**config.mk**
```make
export PLATFORM = sky130hd
export DESIGN_NAME = lamp_sequencer
export DESIGN_NICKNAME = d
export VERILOG_FILES = /design/src/rtl/lseq_pkg.sv /design/src/rtl/lseq_ctrl.sv /design/src/rtl/lseq_datapath.sv /design/src/rtl/lamp_sequencer.sv
export SDC_FILE = /design/constraint.sdc
export NUM_CORES = 1
export LEC_CHECK = 0
export ABC_AREA = 1
export BUFFER_PORTS_ARGS = -buffer_cell sky130_fd_sc_hd__buf_2
export CAP_MARGIN = 5
export CORE_UTILIZATION = 24
export CTS_CLUSTER_SIZE = 24
export DETAILED_ROUTE_END_ITERATION = 12
export GPL_ROUTABILITY_DRIVEN = 0
export PLACE_DENSITY = 0.39
export RECOVER_POWER = 100
export SYNTH_ARGS = -nofsm -noshare
export SYNTH_HDL_FRONTEND = slang
export SYNTH_SLANG_ARGS = --single-unit
```
**constraint.sdc**
```tcl
create_clock -name clk -period 2.8 [get_ports clk]
set_input_delay 0.56 -clock clk [delete_from_list [all_inputs] [get_ports clk]]
set_output_delay 0.56 -clock clk [all_outputs]
set_load 0.1 [all_outputs]
```
**src/rtl/lseq_pkg.sv**
```systemverilog
package lseq_pkg;
  localparam int NUM_CH    = 4;
  localparam int NUM_MODES = 7;
  localparam int MODE_W    = $clog2(NUM_MODES);
  localparam int NUM_SPEED = 4;
  localparam int SPEED_W   = $clog2(NUM_SPEED);
  localparam int STEP_W    = 3;
  localparam int LFSR_W    = 16;
  localparam int EVT_W     = 4;

  localparam logic [MODE_W-1:0] MODE_MANUAL = '0;
  localparam logic [MODE_W-1:0] MODE_RANDOM = MODE_W'(NUM_MODES - 1);
  localparam logic [EVT_W-1:0]  EV_PRESS    = 4'd1;
  localparam logic [EVT_W-1:0]  EV_RELEASE  = 4'd2;
  localparam logic [EVT_W-1:0]  SW_MODE     = 4'd4;
  localparam logic [EVT_W-1:0]  SW_SLOWER   = 4'd0;
  localparam logic [EVT_W-1:0]  SW_FASTER   = 4'd1;
  localparam logic [LFSR_W-1:0] LFSR_TOGGLE = 16'hB400;

  typedef struct packed {
    logic              stepReq;
    logic              modeAdv;
    logic [NUM_CH-1:0] clrMask;
    logic [MODE_W-1:0] nextMode;
  } seqStrobes_t;

  function automatic logic [STEP_W:0] patternLen(input logic [MODE_W-1:0] m);
    case (m)
      3'd1:    patternLen = 4'd4;
      3'd2:    patternLen = 4'd6;
      3'd3:    patternLen = 4'd8;
      3'd4:    patternLen = 4'd2;
      3'd5:    patternLen = 4'd2;
      default: patternLen = 4'd1;
    endcase
  endfunction

  function automatic logic [NUM_CH-1:0] patternEntry(input logic [MODE_W-1:0] m,
                                                     input logic [STEP_W-1:0] s);
    logic [NUM_CH-1:0] v;
    v = '0;
    case (m)
      3'd1: case (s)
              3'd0: v = 4'h1; 3'd1: v = 4'h2; 3'd2: v = 4'h4; default: v = 4'h8;
            endcase
      3'd2: case (s)
              3'd0: v = 4'h1; 3'd1: v = 4'h2; 3'd2: v = 4'h4;
              3'd3: v = 4'h8; 3'd4: v = 4'h4; default: v = 4'h2;
            endcase
      3'd3: case (s)
              3'd0: v = 4'h0; 3'd1: v = 4'h1; 3'd2: v = 4'h3; 3'd3: v = 4'h7;
              3'd4: v = 4'hF; 3'd5: v = 4'h7; 3'd6: v = 4'h3; default: v = 4'h1;
            endcase
      3'd4: v = (s == 3'd0) ? 4'h3 : 4'hC;
      3'd5: v = (s == 3'd0) ? 4'h5 : 4'hA;
      default: v = 4'h0;
    endcase
    return v;
  endfunction

  function automatic logic [LFSR_W-1:0] lfsrAdvance(input logic [LFSR_W-1:0] r);
    logic [LFSR_W-1:0] n;
    n = r >> 1;
    if (r[0]) n = n ^ LFSR_TOGGLE;
    return n;
  endfunction
endpackage

```
**src/rtl/lseq_ctrl.sv**
```systemverilog
module lseq_ctrl
  import lseq_pkg::*;
#(
  parameter int CNT_W   = 16,
  parameter int RELOAD0 = 19531,
  parameter int RELOAD1 = 9766,
  parameter int RELOAD2 = 4883,
  parameter int RELOAD3 = 2441
) (
  input  logic               clk,
  input  logic               rst,
  input  logic               baseTick,
  input  logic               evValid,
  input  logic [EVT_W-1:0]   evType,
  input  logic [EVT_W-1:0]   evSwitch,
  output logic [MODE_W-1:0]  modeQ,
  output logic [SPEED_W-1:0] speedQ,
  output seqStrobes_t        strobes
);
  localparam logic [CNT_W-1:0] RELOAD_TAB [NUM_SPEED] = '{
    CNT_W'(RELOAD0), CNT_W'(RELOAD1), CNT_W'(RELOAD2), CNT_W'(RELOAD3)
  };
  localparam logic [SPEED_W-1:0] SPEED_MAX = SPEED_W'(NUM_SPEED - 1);

  logic [CNT_W-1:0] cntQ;
  logic isPress, isRelease, speedUp, speedDown, expire;

  assign isPress   = evValid && (evType == EV_PRESS);
  assign isRelease = evValid && (evType == EV_RELEASE);
  assign expire    = baseTick && (cntQ == CNT_W'(1));
  assign speedUp   = isPress && (modeQ != MODE_MANUAL) && (evSwitch == SW_FASTER);
  assign speedDown = isPress && (modeQ != MODE_MANUAL) && (evSwitch == SW_SLOWER);

  assign strobes.stepReq  = expire;
  assign strobes.modeAdv  = isPress && (evSwitch == SW_MODE);
  assign strobes.nextMode = (modeQ == MODE_RANDOM) ? MODE_MANUAL : modeQ + MODE_W'(1);

  for (genvar i = 0; i < NUM_CH; i++) begin : g_clr
    assign strobes.clrMask[i] = isRelease && (modeQ == MODE_MANUAL)
                                && (evSwitch == EVT_W'(i));
  end

  always_ff @(posedge clk) begin
    if (rst) begin
      cntQ <= RELOAD_TAB[0];
    end else if (baseTick) begin
      cntQ <= expire ? RELOAD_TAB[speedQ] : cntQ - CNT_W'(1);
    end
  end

  always_ff @(posedge clk) begin
    if (rst) begin
      modeQ <= MODE_MANUAL;
    end else if (strobes.modeAdv) begin
      modeQ <= strobes.nextMode;
    end
  end

  always_ff @(posedge clk) begin
    if (rst) begin
      speedQ <= '0;
    end else if (speedUp) begin
      speedQ <= (speedQ == SPEED_MAX) ? '0 : speedQ + SPEED_W'(1);
    end else if (speedDown) begin
      speedQ <= (speedQ == '0) ? SPEED_MAX : speedQ - SPEED_W'(1);
    end
  end
endmodule

```
**src/rtl/lseq_datapath.sv**
```systemverilog
module lseq_datapath
  import lseq_pkg::*;
#(
  parameter logic [LFSR_W-1:0] LFSR_SEED = 16'h5A0B,
  parameter int                LFSR_ADV  = 4
) (
  input  logic              clk,
  input  logic              rst,
  input  seqStrobes_t       strobes,
  input  logic [MODE_W-1:0] modeQ,
  input  logic [NUM_CH-1:0] btnLevel,
  output logic [NUM_CH-1:0] chanOut
);
  logic [STEP_W-1:0] stepQ, stepNext, effStep;
  logic [MODE_W-1:0] effMode;
  logic [LFSR_W-1:0] lfsrQ, lfsrRun, lfsrNext;
  logic [NUM_CH-1:0] outQ, outNext;
  logic [STEP_W:0]   lenNow;

  assign effMode = strobes.modeAdv ? strobes.nextMode : modeQ;
  assign effStep = strobes.modeAdv ? '0 : stepQ;
  assign lenNow  = patternLen(effMode);

  always_comb begin
    lfsrRun = lfsrQ;
    for (int k = 0; k < LFSR_ADV; k++) lfsrRun = lfsrAdvance(lfsrRun);
  end

  always_comb begin
    outNext  = strobes.modeAdv ? '0 : outQ;
    outNext  = outNext & ~strobes.clrMask;
    stepNext = effStep;
    lfsrNext = lfsrQ;
    if (strobes.stepReq) begin
      if (effMode == MODE_RANDOM) begin
        outNext  = lfsrRun[NUM_CH-1:0];
        lfsrNext = lfsrRun;
      end else begin
        outNext = patternEntry(effMode, effStep);
      end
      stepNext = ({1'b0, effStep} >= lenNow - 1'b1) ? '0 : effStep + STEP_W'(1);
    end
    if (effMode == MODE_MANUAL) outNext = outNext | btnLevel;
  end

  always_ff @(posedge clk) begin
    if (rst) begin
      stepQ <= '0;
      outQ  <= '0;
      lfsrQ <= LFSR_SEED;
    end else begin
      stepQ <= stepNext;
      outQ  <= outNext;
      lfsrQ <= lfsrNext;
    end
  end

  assign chanOut = outQ;
endmodule

```
**src/rtl/lamp_sequencer.sv**
```systemverilog
module lamp_sequencer
  import lseq_pkg::*;
#(
  parameter int CNT_W   = 16,
  parameter int RELOAD0 = 19531,
  parameter int RELOAD1 = 9766,
  parameter int RELOAD2 = 4883,
  parameter int RELOAD3 = 2441
) (
  input  logic       clk,
  input  logic       rst,
  input  logic       baseTick,
  input  logic       evValid,
  input  logic [3:0] evType,
  input  logic [3:0] evSwitch,
  input  logic [3:0] btnLevel,
  output logic [3:0] chanOut
);
  seqStrobes_t        strobes;
  logic [MODE_W-1:0]  modeQ;
  logic [SPEED_W-1:0] speedQ;

  lseq_ctrl #(
    .CNT_W(CNT_W), .RELOAD0(RELOAD0), .RELOAD1(RELOAD1),
    .RELOAD2(RELOAD2), .RELOAD3(RELOAD3)
  ) u_ctrl (
    .clk(clk), .rst(rst), .baseTick(baseTick), .evValid(evValid),
    .evType(evType), .evSwitch(evSwitch), .modeQ(modeQ),
    .speedQ(speedQ), .strobes(strobes)
  );

  lseq_datapath u_dp (
    .clk(clk), .rst(rst), .strobes(strobes), .modeQ(modeQ),
    .btnLevel(btnLevel), .chanOut(chanOut)
  );
endmodule

```
# Yosys cells after proc, flatten, opt, wreduce, memory -nomap -nowiden
# Cells that the tools add are included.
classes:
  magnitude_cmp: 2
  n_addsub: 6
  n_reduce_logical: 24
  eq_ne: 21
  n_bitwise: 8
  n_mux: 28
op_table:
  columns: ["cell", "count"]
  rows:
  - ["$mux W16", 7]
  - ["$bmux W16 S2", 1]
  - ["$pmux W4 S4", 2]
  - ["$mux W4", 6]
  - ["$pmux W4 S3", 2]
  - ["$eq A3 B3 Y1 const B", 7]
  - ["$pmux W4 S5", 1]
  - ["$eq A16 B1 Y1 const B", 1]
  - ["$not A3 Y4", 4]
  - ["$sub A16 B1 Y16 const B", 1]
  - ["$mux W3", 5]
  - ["$eq A3 B2 Y1 const B", 4]
  - ["$eq A4 B2 Y1 const B", 3]
  - ["$logic_and A1 B1 Y1", 12]
  - ["$logic_not A3 Y1", 3]
  - ["$eq A4 B1 Y1 const B", 2]
  - ["$mux W2", 4]
  - ["$reduce_or A2 Y1", 4]
  - ["$add A3 B1 Y3 const B", 2]
  - ["$eq A3 B1 Y1 const B", 2]
  - ["$and A4 B4 Y4", 1]
  - ["$eq A4 B3 Y1 const B", 1]
  - ["$ge A3 B4 Y1", 1]
  - ["$logic_not A4 Y1", 1]
  - ["12 further kinds", 12]
totals:
  out_inout_bits: 4
  input_bits: 16
  regBits: 44

# Depth between registers and ports, before layout
logic_depth:
  ltp_word: 12
  mapped_depth: 19
  depth_no_buf: 19

# Cells and area by module
# Synthesis repeated with hierarchy kept, for this count alone.
unflattened:
  cells_unflattened: 488
  area_unflattened_um2: 3125.5
modules_own_cells:
  columns: ["module", "cells_per_inst", "area_per_inst_um2", "n_inst"]
  rows:
  - ["lseq_ctrl", 273, 1635.3, 1]
  - ["lseq_datapath", 215, 1490.2, 1]

# Worst setup path after synthesis
# No wires, ideal clock.
synth_timing:
  path_type: "input-to-reg"
  from: "input port evSwitch[0]"
  to: "register u_dp.stepQ[2]"
  required_ps: 2726
  arrival_ps: 2409
  stages: 18
  n_path_buf: 0
  slack_ps: 316
  path_cell_list: "nor2_2 > inv_2 > nor2_4 > nand2_4 > nand2_1 > nand2_1 > inv_2 > ha_1 > inv_1 > o21ai_0 > ha_1 > o21ai_0 > inv_1 > o21ai_0 > nand2_1 > a21oi_1 > nand2_1 > o21ai_0"
synth_via:
  elab_chain_cells: 10
  word_cells_on_any_way: 16
synth_lines:
  columns: ["item", "line", "text"]
  rows:
  - ["start, declared", "lamp_sequencer.sv:15", "input logic [3:0] evSwitch,"]
  - ["$eq A4 B3 Y1 (*)", "lseq_ctrl.sv:35", "assign strobes.modeAdv = isPress && (evSwitch == SW_MODE);"]
  - ["$logic_and A1 B1 Y1 (*)", "lseq_ctrl.sv:35", null]
  - ["$mux W3 (*)", null, null]
  - ["named net u_dp.effMode[2]", "lseq_datapath.sv:15", "logic [MODE_W-1:0] effMode;"]
  - ["$eq A3 B3 Y1", "lseq_pkg.sv:28", "case (m)"]
  - ["$reduce_or A2 Y1 (no source line)", null, null]
  - ["$pmux W4 S4 (*)", "lseq_pkg.sv:28", null]
  - ["$sub A4 B1 Y4 (*)", "lseq_datapath.sv:41", "stepNext = ({1'b0, effStep} >= lenNow - 1'b1) ? '0 : effStep + STEP_W'(1);"]
  - ["$ge A3 B4 Y1 (*)", "lseq_datapath.sv:41", null]
  - ["$mux W3 (*)", "lseq_datapath.sv:41", null]
  - ["$mux W3 (*)", "lseq_datapath.sv:34", "if (strobes.stepReq) begin"]
  - ["end signal, assigned", "lseq_datapath.sv:52", "stepQ <= stepNext;"]
  - ["end, declared", "lseq_datapath.sv:14", "logic [STEP_W-1:0] stepQ, stepNext, effStep;"]
# Mark *: on every way through the listed nets, which the timed path passes. The rest lies on a longest branch.
# A chain may end at the register's enable or synchronous reset.

# Worst setup path in the final report
layout_timing:
  from: "input port evType[1]"
  to: "register u_dp.outQ[2], in the netlist u_dp.chanOut[2]"
layout_via:
  elab_chain_cells: 12
  word_cells_on_any_way: 39
layout_lines:
  columns: ["item", "line", "text"]
  rows:
  - ["start, declared", "lamp_sequencer.sv:14", "input logic [3:0] evType,"]
  - ["$eq A4 B1 Y1", "lseq_ctrl.sv:28", "assign isPress = evValid && (evType == EV_PRESS);"]
  - ["$logic_and A1 B1 Y1", "lseq_ctrl.sv:28", null]
  - ["$logic_and A1 B1 Y1", "lseq_ctrl.sv:35", null]
  - ["$mux W3", "lseq_datapath.sv:21", "assign effStep = strobes.modeAdv ? '0 : stepQ;"]
  - ["$eq A3 B2 Y1, or another cell as far along", "lseq_pkg.sv:43, lseq_pkg.sv:46, lseq_pkg.sv:50", null]
  - ["$reduce_or A2 Y1 (no source line)", null, null]
  - ["$pmux W4 S4 or $pmux W4 S3 (tied branches)", "lseq_pkg.sv:50, lseq_pkg.sv:46", null]
  - ["$pmux W4 S5", "lseq_pkg.sv:42", "case (m)"]
  - ["$mux W4", "lseq_datapath.sv:35", "if (effMode == MODE_RANDOM) begin"]
  - ["$mux W4", "lseq_datapath.sv:34", null]
  - ["$or A4 B4 Y4", "lseq_datapath.sv:43", "if (effMode == MODE_MANUAL) outNext = outNext | btnLevel;"]
  - ["$mux W4 (*)", "lseq_datapath.sv:43", null]
  - ["end signal, assigned", "lseq_datapath.sv:53", "outQ <= outNext;"]
  - ["end, declared", "lseq_datapath.sv:17", "logic [NUM_CH-1:0] outQ, outNext;"]
# Mark *: on every way between the ends. The rest lies on a longest branch, timed or not.

==> summary.md <==
| Metric | Value |
|---|---|
| RSZ-0062 raised after global routing | no |
| Maximum fanout along the worst path | 8 |
| Post-route ant nets | 0 |
| WL final | 8.023 mm |
| Post-synth top area share | 29.20% |
| Worst setup path class | primary input to register |
| Hold Path Class | register to register |
| DRC | 0 |
| Worst r2r dst | u_dp.chanOut[2] |
| Post-synth EDFFs | 0 |
| # diodes | 0 |
| Antenna violations before repair | 0 |
| Hold Path End | u_dp.lfsrQ[6] |
| Synthesis Warnings | 0 |
| Largest net degree at the start of global routing | 25 |
| Endpoints failing setup | 0 |
| Finished Cell Area | 3476 sq um |
| Deepest clock path buffer count | 2 |
| Top_reg_cell synth | dfxtp_1 |
| Hold path depth | 2 |
| Die area | 13,020 sq um |
| GRT Overall Usage | 13.16% |
| Core box area | 12,110 sq um |
| Syn Nets | 479 |
| Vias in the first global route | 2,734 |
| Max-slew headroom | 20.77% |
| Hold Startpoint | u_dp.lfsrQ[6] |
| Drt pass-1 iters | 4 |
| Hold buffers post-CTS | 0 |
| Final Hold Viols | 0 |
| Die width | 114.1 um |
| Clk root buf | clkbuf_16 |
| Share of cells above drive strength 1 | 11.09% |
| Maxcap violations | 0 |
| Layout area overhead | 15.22% |
| Register area share after synthesis | 29.20% |
| Post-DP Area | 3361 sq um |
| Ports | 20 |
| Initial Util | 24.91% |
| Iter 0 DRT Violations | 158 |
| RR Startpoint | u_ctrl.modeQ[1] |
| Most used standard cell by instance count after synthesis | nand2_1 |
| Most frequent cells after synthesis | nand2_1, inv_1, nor2_1 |
| Num CTS Buffers | 5 |
| H-tree lvl count | 2 |
| Via Count | 2,868 |
| Maximum vdd ir drop | 196.6 uV |
| Row cnt | 40 |
| PortBufs | 19 |
| CTS tree | done |
| Clock slew seen by the registers of the worst setup and hold paths | 70 ps |
| Synth cell types | 35 |
| CP arrival | 2610 ps |
| Async set-reset flop share out of synthesis | 0% |
| Via/cell ratio | 4.440 |
| Setup TNS | 0 ps |
| Fin Clk Skew | 6.784 ps |
| Syn Area/Cell | 6.719 sq um |
| Cells after Synth | 449 |
| Clock Latency Late Sink | 290 ps |
| PwrDens | 437.0 nW/um^2 |
| First-pass GRT wire length | 13.59 mm |
| F_max | 0.4208 GHz |
| Worst-margin pin slew | 1194 ps |
| Leak | 1.566 nW |
| Mapped Area | 3017 sq um |
| Status | completed |
| CTS Sinks | 44 |
| Crit share post-route | 84.87% |
| Pins Over Slew Limit | 0 |
| Nets | 507 |
| Routed len/inst | 12.42 um |
| Crit end category | register |
| DP HPWL | 6.053 mm |
| FF-to-FF path depth | 13 |
| Synth area leader | dfxtp_1 |
| Critical path launch point | evType[1] |
| Synthesized flop and latch total | 44 |
| Minimum clock period | 2376 ps |
| Die Span Y | 114.1 um |
| Largest cells by area after synthesis | dfxtp_1, nand2_1, nand3_1 |
| Crit path required time | 3030 ps |
| Total grt overflow | 0 |
| Startpoint Class | primary input |
| Reg2reg setup slack | 430 ps |
==> metal layers <==
| metal | global-route usage (%) | up-vias | wire [um] |
|---|---|---|---|
| li1 | - | 1529 | - |
| met1 | 17.60 | 1291 | 4173 |
| met2 | 21.37 | 38 | 3495 |
| met3 | 2.647 | 10 | 221 |
| met4 | 3.810 | 0 | 133 |
| met5 | 0 | - | 0 |
==> cell type report <==
cell class	count	area, sq um
clock buffer	5	125.1
sequential	44	880.8
fill	1382	8636
clock inverter	3	46.29
timing repair buffer	31	171.4
inverter	58	220.2
tap	168	210.2
multi-input combinational	337	1822
==> through the flow <==
| step | hold WS, ps | utilization [%] | setup WS [ps] | std cells | power, W |
|---|---|---|---|---|---|
| 3_5_place_dp | 463.5 | 27.75 | 14.29 | 638 | 0.0008339 |
| 5_1_grt | 500.2 | 28.70 | 40.94 | 646 | 0.001598 |
| 3_3_place_gp | 458.1 | 27.75 | 47.24 | 638 | 0.0008339 |
| 2_1_floorplan | 437.2 | - | 316.5 | 449 | 0.0007882 |
| 6_report | 460.7 | 28.70 | 423.6 | 646 | 0.001519 |
| 4_1_cts | 482.3 | 29.16 | 302.7 | 646 | 0.001550 |
==> critical path, cell delays in order <==
cell     delay (ps)
buf_2           110
inv_1            50
nand3_1         100
nor2_4          170
nand2_4         100
nand2_4          70
nand2_4          40
buf_4           170
nor2_8          140
nand2_4          60
nor2_1          290
inv_1           240
nor2_1          270
nor2_1           90
a21oi_2         130
==> power breakdown <==
| part | internal (W) | switching [W] | total (W) |
|---|---|---|---|
| combinational | 0.0000480 | 0.000110 | 0.000158 |
| sequential | 0.000643 | 0.0000164 | 0.000659 |
| clock | 0.000425 | 0.000277 | 0.000702 |
| total | 0.00112 | 0.000403 | 0.00152 |
==> timing repair <==
| action | 4_1_cts | 5_1_grt |
|---|---|---|
| setup endpoints to repair | 0 | 3 |
| buffers inserted | 0 | 0 |
| gates resized for setup | 0 | 3 |
==> worst max path at each step <==
stage,to
after floorplan,u_dp.stepQ[2]
after global placement,u_dp.stepQ[1]
after detailed placement,u_dp.stepQ[2]
after CTS,u_dp.stepQ[2]
after global routing,u_dp.stepQ[0]
final,u_dp.chanOut[2]
==> logic make-up (layout without fill, tap and decap cells) <==
| kind of cell | Yosys count | count (layout) | share of synthesized area, % |
|---|---|---|---|
| AND/OR/NAND/NOR | 219 | 219 | 34.47 |
| AO/OA/AOI/OAI | 85 | 85 | 16.01 |
| buffers and inverters | 68 | 97 | 9.000 |
| flip-flops | 44 | 44 | 29.20 |
| XOR/XNOR | 19 | 19 | 5.516 |
| adder cells (fa/ha/maj) | 14 | 14 | 5.807 |
==> layout by cell type (no fill, tap or decap), types with 3 or more instances in the layout <==
cell,netlist,routed
a21oi_1,30,29
nor3_1,10,10
a211oi_1,3,3
buf_2,2,13
xnor2_1,8,8
dfxtp_1,44,44
nand2_1,92,92
inv_1,52,53
nor2_2,4,4
nand2_4,5,5
buf_4,1,10
clkbuf_16,0,5
inv_2,4,3
nor2_1,46,49
ha_1,14,14
o21ai_0,36,35
nand3_1,44,45
nand4_1,4,4
clkbuf_1,6,7
xor2_1,11,11
o211ai_1,10,12
==> registers in the layout (all words and copies together), names as in the netlist <==
| register | flops |
|---|---|
| u_ctrl.cntQ | 16 |
| u_dp.stepQ | 3 |
| u_dp.lfsrQ | 16 |
| u_ctrl.speedQ | 2 |
| u_dp.chanOut | 4 |
| u_ctrl.modeQ | 3 |
Note: power is estimated with default switching activity, not from simulation.
